==> config.mk <==
export PLATFORM = sky130hd
export DESIGN_NAME = alarm_irq_reg
export DESIGN_NICKNAME = d
export VERILOG_FILES = /design/src/rtl/alarm_irq_pkg.sv /design/src/rtl/alarm_sticky_bit.sv /design/src/rtl/alarm_mask_reg.sv /design/src/rtl/alarm_irq_gen.sv /design/src/rtl/alarm_irq_reg.sv
export SDC_FILE = /design/constraint.sdc
export NUM_CORES = 1
export LEC_CHECK = 0
export BUFFER_PORTS_ARGS = -buffer_cell sky130_fd_sc_hd__buf_2
export CAP_MARGIN = 10
export CELL_PAD_IN_SITES_DETAIL_PLACEMENT = 1
export CELL_PAD_IN_SITES_GLOBAL_PLACEMENT = 1
export CORE_AREA = 2 2 39 41
export CTS_BUF_LIST = sky130_fd_sc_hd__clkbuf_2
export CTS_CLUSTER_DIAMETER = 50
export DETAILED_ROUTE_END_ITERATION = 10
export DIE_AREA = 0 0 41 43
export PLACE_DENSITY = 0.8
export SETUP_SLACK_MARGIN = 0.05
export SYNTH_ARGS = -nofsm -noshare
export SYNTH_HDL_FRONTEND = slang
export SYNTH_SLANG_ARGS = --single-unit
==> constraint.sdc <==
create_clock -name clk -period 2.75 [get_ports clk]
set_input_delay 0.275 -clock clk [delete_from_list [all_inputs] [get_ports clk]]
set_output_delay 0.275 -clock clk [all_outputs]
set_load 0.01 [all_outputs]
==> src/rtl/alarm_irq_pkg.sv <==
package alarm_irq_pkg;
  localparam int unsigned ALARM_COUNT = 4;

  typedef enum logic [1:0] {
    ALM_PCLK_ERR  = 2'd0,
    ALM_RX_ALIGN  = 2'd1,
    ALM_TX_ALIGN  = 2'd2,
    ALM_FRAME_SYN = 2'd3
  } alarm_idx_e;
endpackage

==> src/rtl/alarm_sticky_bit.sv <==
module alarm_sticky_bit (
  input  logic clk,
  input  logic rst,
  input  logic set_i,
  input  logic clr_i,
  output logic nxt_o,
  output logic q_o
);
  // set has priority over clear
  always_comb nxt_o = set_i | (q_o & ~clr_i);

  always_ff @(posedge clk) begin
    if (rst) q_o <= 1'b0;
    else     q_o <= nxt_o;
  end

  assert_set_R2: assert property (@(posedge clk) disable iff (rst)
    set_i |=> q_o);
  assert_hold_R2: assert property (@(posedge clk) disable iff (rst)
    (q_o && !clr_i) |=> q_o);
  assert_clear_R5: assert property (@(posedge clk) disable iff (rst)
    (clr_i && !set_i) |=> !q_o);
endmodule

==> src/rtl/alarm_mask_reg.sv <==
module alarm_mask_reg #(
  parameter int unsigned N = 4
) (
  input  logic         clk,
  input  logic         rst,
  input  logic         load_i,
  input  logic [N-1:0] val_i,
  output logic [N-1:0] nxt_o,
  output logic [N-1:0] q_o
);
  always_comb nxt_o = load_i ? val_i : q_o;

  always_ff @(posedge clk) begin
    if (rst) q_o <= '1;
    else     q_o <= nxt_o;
  end

  assert_load_R6: assert property (@(posedge clk) disable iff (rst)
    load_i |=> (q_o == $past(val_i)));
  assert_keep_R6: assert property (@(posedge clk) disable iff (rst)
    !load_i |=> $stable(q_o));
endmodule

==> src/rtl/alarm_irq_gen.sv <==
module alarm_irq_gen #(
  parameter int unsigned N = 4
) (
  input  logic         clk,
  input  logic         rst,
  input  logic [N-1:0] flag_nxt_i,
  input  logic [N-1:0] mask_nxt_i,
  input  logic [N-1:0] flag_q_i,
  input  logic [N-1:0] mask_q_i,
  output logic         irq_o
);
  always_ff @(posedge clk) begin
    if (rst) irq_o <= 1'b0;
    else     irq_o <= |(flag_nxt_i & ~mask_nxt_i);
  end

  assert_irq_match_R3: assert property (@(posedge clk) disable iff (rst)
    irq_o == |(flag_q_i & ~mask_q_i));
  assert_masked_quiet_R4: assert property (@(posedge clk) disable iff (rst)
    ((flag_q_i & ~mask_q_i) == '0) |-> !irq_o);
endmodule

==> src/rtl/alarm_irq_reg.sv <==
module alarm_irq_reg #(
  parameter int unsigned N_ALARM = alarm_irq_pkg::ALARM_COUNT,
  localparam int unsigned RW = 2 * N_ALARM
) (
  input  logic               clk,
  input  logic               rst,
  input  logic [N_ALARM-1:0] ev_pulse,
  input  logic               wr_en,
  input  logic [RW-1:0]      wr_data,
  output logic [RW-1:0]      rd_data,
  output logic               irq
);
  logic [N_ALARM-1:0] flag_q, flag_nxt, mask_q, mask_nxt;

  for (genvar i = 0; i < N_ALARM; i++) begin : g_flag
    alarm_sticky_bit u_bit (
      .clk   (clk),
      .rst   (rst),
      .set_i (ev_pulse[i]),
      .clr_i (wr_en),
      .nxt_o (flag_nxt[i]),
      .q_o   (flag_q[i])
    );
  end

  alarm_mask_reg #(.N(N_ALARM)) u_mask (
    .clk    (clk),
    .rst    (rst),
    .load_i (wr_en),
    .val_i  (wr_data[RW-1:N_ALARM]),
    .nxt_o  (mask_nxt),
    .q_o    (mask_q)
  );

  alarm_irq_gen #(.N(N_ALARM)) u_irq (
    .clk        (clk),
    .rst        (rst),
    .flag_nxt_i (flag_nxt),
    .mask_nxt_i (mask_nxt),
    .flag_q_i   (flag_q),
    .mask_q_i   (mask_q),
    .irq_o      (irq)
  );

  assign rd_data = {mask_q, flag_q};

  // low data byte never sets a flag
  assert_low_ignored_R6: assert property (@(posedge clk) disable iff (rst)
    (wr_en && (wr_data[N_ALARM-1:0] != '0) && (ev_pulse == '0))
      |=> (rd_data[N_ALARM-1:0] == '0));
  assert_event_wins_R7: assert property (@(posedge clk) disable iff (rst)
    (wr_en && (ev_pulse != '0)) |=> ((rd_data[N_ALARM-1:0] & $past(ev_pulse)) == $past(ev_pulse)));
endmodule

==> results by group, run 1 <==
Yosys
  • Dominant cells by area after synthesis: dfxtp_1, buf_4, nor2_1
  • Mapped Area: 393 µm²
  • Synth top area share: 0.459
  • Synth Area per Inst: 8.36 µm²
  • Flip-flop and latch count after synthesis: 9
  • Synth Net Count: 62
  • Cell taking the most area after synthesis: dfxtp_1
  • Post-synthesis cell type count: 13
  • YS warnings: 0
  • Register area share after synthesis: 0.459
  • Syn Inst Count: 47

Routing
  • Vias per inst: 4.65
  • Vias: 372
  • WL final: 894 µm
  • Number of DRC markers in iteration 0: 9
  • WL/cell: 11.2 µm
  • DR pass1 iterations: 4
  • Antenna viol nets, final: 0
  • # DRC: 0

Final layout
  • Non-filler cells, final: 80
  • Most frequent cells in the layout: buf_2, nor2_1, dfxtp_1, a21oi_1
  • Design area: 487 µm²
  • Layout cells sized above 1: 0.359
  • Commonest non-fill, non-tap cell in the layout: buf_2
  • Area delta synth->final: 23.9%
  • Storage cell area: 180 µm²
  • FILL cells: 180
  • Nets: 80
  • Antenna Cells: 0
  • Multi-input combinational cell area: 153 µm²
  • Layout Utilization: 0.352

Worst setup path
  • FF-to-FF End: u_irq.irq_o
  • R2R Path Start: g_flag[3].u_bit.q_o
  • Worst path max stage delay: 360 ps
  • Startpoint Class: flop
  • Sequence of cells on the critical path: buf_2
  • Worst Setup SP: g_flag[0].u_bit.q_o
  • Reg2Reg Setup Slack: 1800 ps
  • CP Data Arrival Time: 760 ps
  • Reg2Reg Depth: 4
  • CP max stage cell: dfxtp_1
  • Instance count on the critical path: 1
  • Bufs and invs on worst path: 1
  • Crit path to: rd_data[0]
  • Critical Setup Path Class: flop to primary output
  • Delay-heaviest family, CP: flip-flops
  • Required time of the critical path: 2480 ps
  • CP Capture Type: primary output
  • CP Max Fanout: 3

Hold path
  • Hold/Removal Path Class: input pin to flop

STA
  • Worst-Margin Slew: 289 ps
  • Hold slack: 233 ps
  • RSZ-0062 raised after global routing: no
  • Final setup fails: 0
  • Final clock skew: 6.76 ps
  • Period utilization: 0.376
  • Slew Limit Fails: 0
  • Minimum clock period: 1030 ps
  • Max Clk Rate: 967 MHz
  • Setup Total Neg Slack: 0 ps
  • Final setup slack of the worst path: 1720 ps
  • Slew HR: 0.808
  • Hold Fails Final Rpt: 0

Clocking
  • Clock buffer depth: 2
  • CTS Buf Count: 3
  • PostCTS Resize Cnt: 0
  • H-tree depth: 1
  • Setup Fix Bufs, Post-CTS: 0
  • Clk_lat worst skew: 260 ps
  • CTS root buf: clkbuf_2
  • Clock sink count: 9
  • CTS clk-pin slew, worst paths: 100 ps
  • CTS tree: yes
  • Cts hold-fix bufs: 0

Global route
  • Largest net degree at the start of global routing: 11
  • Initial antenna violation count: 0
  • GR Overflow Total: 0
  • GRT Total Usage: 0.124
  • First-pass GRT wire length: 1450 µm
  • Vias in the first global route: 387

Floorplan
  • Die ar.: 1760 µm²
  • Initial Util: 0.284
  • Core area: 1380 µm²
  • Num rows: 14
  • Die X: 41 µm
  • Die H: 43 µm
  • I/O pins: 24

Placement
  • Placed Instance Area: 467 µm²
  • Placer Congestion: 0.733
  • Placed Cells: 76
  • Port bufs: 19
  • Post-DP HPWL: 735 µm
  • Dpl ws: 1710 ps

Power and ir drop
  • VDD IR max: 200 µV
  • Total Power: 0.281 mW
  • Pwr dens: 577 nW/µm²
  • Leak pwr: 0.247 nW

Status
  • Status: finished, final reports clean

Job
  • Number of max-cap violations: 0
layer usage:
layer	vias up	track usage	wire (µm)
li1	188	-	-
met2	16	0.194	425
met3	2	0.0157	76
met1	166	0.129	364
met5	-	0	0
met4	0	0.120	27
Yosys cell counts:
library cell and instances:
a211o_1 4, a211oi_1 1, a21oi_1 5, a222oi_1 1, buf_4 5, clkbuf_1 1
clkinv_1 1, dfxtp_1 9, inv_1 4, nor2_1 10, nor2b_1 4, nor4_1 1
o22ai_1 1
registers in the layout, summed over array words and instances (netlist names):
name,flops
g_flag.u_bit.q_o,4
u_mask.q_o,4
u_irq.irq_o,1
worst min path at each step:
| stage | start | end | slack [ps] | cells after the start |
|---|---|---|---|---|
| floorplan | ev_pulse[0] | g_flag[0].u_bit.q_o | 390 | 2 |
| global placement | g_flag[2].u_bit.q_o | g_flag[2].u_bit.q_o | 490 | 2 |
| detailed placement | wr_data[4] | u_mask.q_o[0] | 500 | 2 |
| CTS | wr_data[4] | u_mask.q_o[0] | 230 | 2 |
| global route | wr_data[6] | u_mask.q_o[2] | 220 | 2 |
| finish | wr_data[6] | u_mask.q_o[2] | 230 | 2 |
where the power goes:
group	switching, mW	internal [mW]	total [mW]
clock network	0.0501	0.0386	0.0888
logic	0.0244	0.0222	0.0466
registers	0.00551	0.140	0.145
layout make-up:
cell class              instances  area share
multi-input cells              27       0.314
repair buffers                 19       0.195
clock buffers                   4      0.0411
inverters                       5      0.0386
well taps                      16      0.0411
flip-flops and latches          9       0.370
cells by family (layout without fill, tap and decap cells):
logic type             count (synthesis)  after routing  synth area share
AND/OR/NAND/NOR                       15             15             0.175
AO/OA/AOI/OAI                         12             12             0.213
buffers and inverters                 11             28             0.153
flip-flops                             9              9             0.459
(Power assumes the default switching activity.)
==> run 2: changes to the inputs <==
Settings changed: CORE_AREA 2 2 39 41 to not set, CORE_UTILIZATION set to 26, DIE_AREA 0 0 41 43 to not set, PLACE_DENSITY 0.8 to 0.74.
Clock period 2.75 ns to 0.9 ns, I/O delays scaled along.
==> results by group, run 2 (synthesized netlist as in run 1, its figures left out) <==
Status
  • Status: finished, violations left
  • Failing checks: negative setup slack

Hold path
  • Hold/Removal Path Class: input pin to flop

Placement
  • Placer Congestion: 0.699
  • Port bufs: 19
  • Post-DP HPWL: 780 µm
  • Dpl ws: -31.0 ps

Routing
  • Vias: 390
  • WL final: 1040 µm
  • Vias per inst: 4.81
  • Number of DRC markers in iteration 0: 9
  • DR pass1 iterations: 4
  • # DRC: 0
  • WL/cell: 12.9 µm
  • Antenna viol nets, final: 0

Clocking
  • Clock sink count: 9
  • CTS Buf Count: 3
  • CTS clk-pin slew, worst paths: 90 ps
  • H-tree depth: 1
  • Cts hold-fix bufs: 0
  • Clk_lat worst skew: 250 ps
  • CTS root buf: clkbuf_2
  • CTS tree: yes
  • Clock buffer depth: 2
  • Setup Fix Bufs, Post-CTS: 0

Global route
  • Vias in the first global route: 383
  • GRT Total Usage: 0.152
  • Met2 GRT Util: 0.250
  • First-pass GRT wire length: 1570 µm
  • Largest net degree at the start of global routing: 10
  • GR Util met3: 0.0326
  • GR Overflow Total: 0
  • Met1 usage in global routing: 0.163
  • Initial antenna violation count: 0
  • Layer with the highest usage: met2

STA
  • Setup Total Neg Slack: -31.5 ps
  • Hold Fails Final Rpt: 0
  • Slew Limit Fails: 0
  • Slew HR: 0.794
  • Max Clk Rate: 1070 MHz
  • Final setup fails: 1
  • RSZ-0062 raised after global routing: yes
  • Final setup slack of the worst path: -31.5 ps
  • Period utilization: 1.04
  • Worst-Margin Slew: 309 ps
  • Hold slack: 62.6 ps
  • Minimum clock period: 932 ps
  • Final clock skew: 6.35 ps

Final layout
  • Layout cells sized above 1: 0.576
  • Area delta synth->final: 45.9%
  • Commonest non-fill, non-tap cell in the layout: buf_2
  • Most frequent cells in the layout: buf_2, dfxtp_2, nor2_1, buf_6, a21oi_1
  • Storage cell area: 190 µm²
  • Multi-input combinational cell area: 174 µm²
  • Nets: 82
  • Antenna Cells: 0
  • Largest registers: g_flag.u_bit.q_o (4), u_mask.q_o (4), u_irq.irq_o (1)
  • FILL cells: 175

Worst setup path
  • CP Capture Type: flop
  • Required time of the critical path: 1020 ps
  • Reg2Reg Setup Slack: -30 ps
  • Startpoint Class: flop
  • CP Max Fanout: 2
  • CP Data Arrival Time: 1050 ps
  • Critical Setup Path Class: flop to flop

Power and ir drop
  • VDD IR max: 651 µV
  • Total Power: 0.910 mW
  • Pwr dens: 1590 nW/µm²
  • Leak pwr: 0.282 nW

Floorplan
  • Initial Util: 0.291
  • Die X: 40.9 µm
  • Num rows: 13
  • Core area: 1350 µm²
  • Die H: 40.9 µm
  • I/O pins: 24
  • Die ar.: 1670 µm²

Job
  • Number of max-cap violations: 0
==> run 2: cell types whose count changed in the layout (fill, tap and decap cells not counted) <==
| cell | before | now |
|---|---|---|
| dfxtp_2 | 0 | 8 |
| nor2b_4 | 0 | 1 |
| nor2_1 | 10 | 7 |
| buf_6 | 0 | 7 |
| nor2_2 | 0 | 3 |
| nor2b_1 | 4 | 3 |
| dfxtp_1 | 9 | 1 |
| o22ai_2 | 0 | 1 |
| buf_2 | 19 | 13 |
| buf_4 | 0 | 1 |
| o22ai_1 | 1 | 0 |
==> run 2: path summary, 6_finish.rpt <==
check	startpoint	cells past startpoint	to
worst max register to register	g_flag[0].u_bit.q_o	4	u_irq.irq_o
worst min register to register	g_flag[3].u_bit.q_o	2	g_flag[3].u_bit.q_o
worst max-delay path	g_flag[0].u_bit.q_o	4	u_irq.irq_o
worst min-delay path	wr_data[6]	2	u_mask.q_o[2]
==> run 2: routing by layer <==
metal  share of wire  vias up
li1                -      191
met1            0.42      186
met2            0.52       11
met3           0.043        2
met4           0.016        0
met5               0        -
==> run 2: through the flow <==
step	instance area, µm²	std cells	util
final	573	81	0.424
after global routing	573	81	0.424
after global placement	482	77	0.357
after CTS	520	81	0.386
after detailed placement	482	77	0.357
after floorplan	394	47	-
==> run 2: worst max-delay path, stage by stage (launching register included) <==
cell,delay (ps)
dfxtp_2,340
nor2_1,110
nor2_1,60
nor4_1,220
a211oi_1,80
==> run 2: repair_timing <==
action / 4_1_cts / 5_1_grt
pin swaps: 0 / 2
setup endpoints to repair: 8 / 11
gates resized for setup: 9 / 11
==> run 2: report_power, final <==
group          internal, mW  switching (mW)  total (mW)
registers             0.432          0.0246       0.457
logic                 0.103          0.0835       0.186
clock network         0.118           0.149       0.267
total                 0.653           0.257       0.910
==> run 2: cell type report <==
cell class              instances  share of cell area
repair buffers                 21               0.264
clock buffers                   4              0.0349
flip-flops and latches          9               0.332
multi-input cells              27               0.303
well taps                      15              0.0328
inverters                       5              0.0328
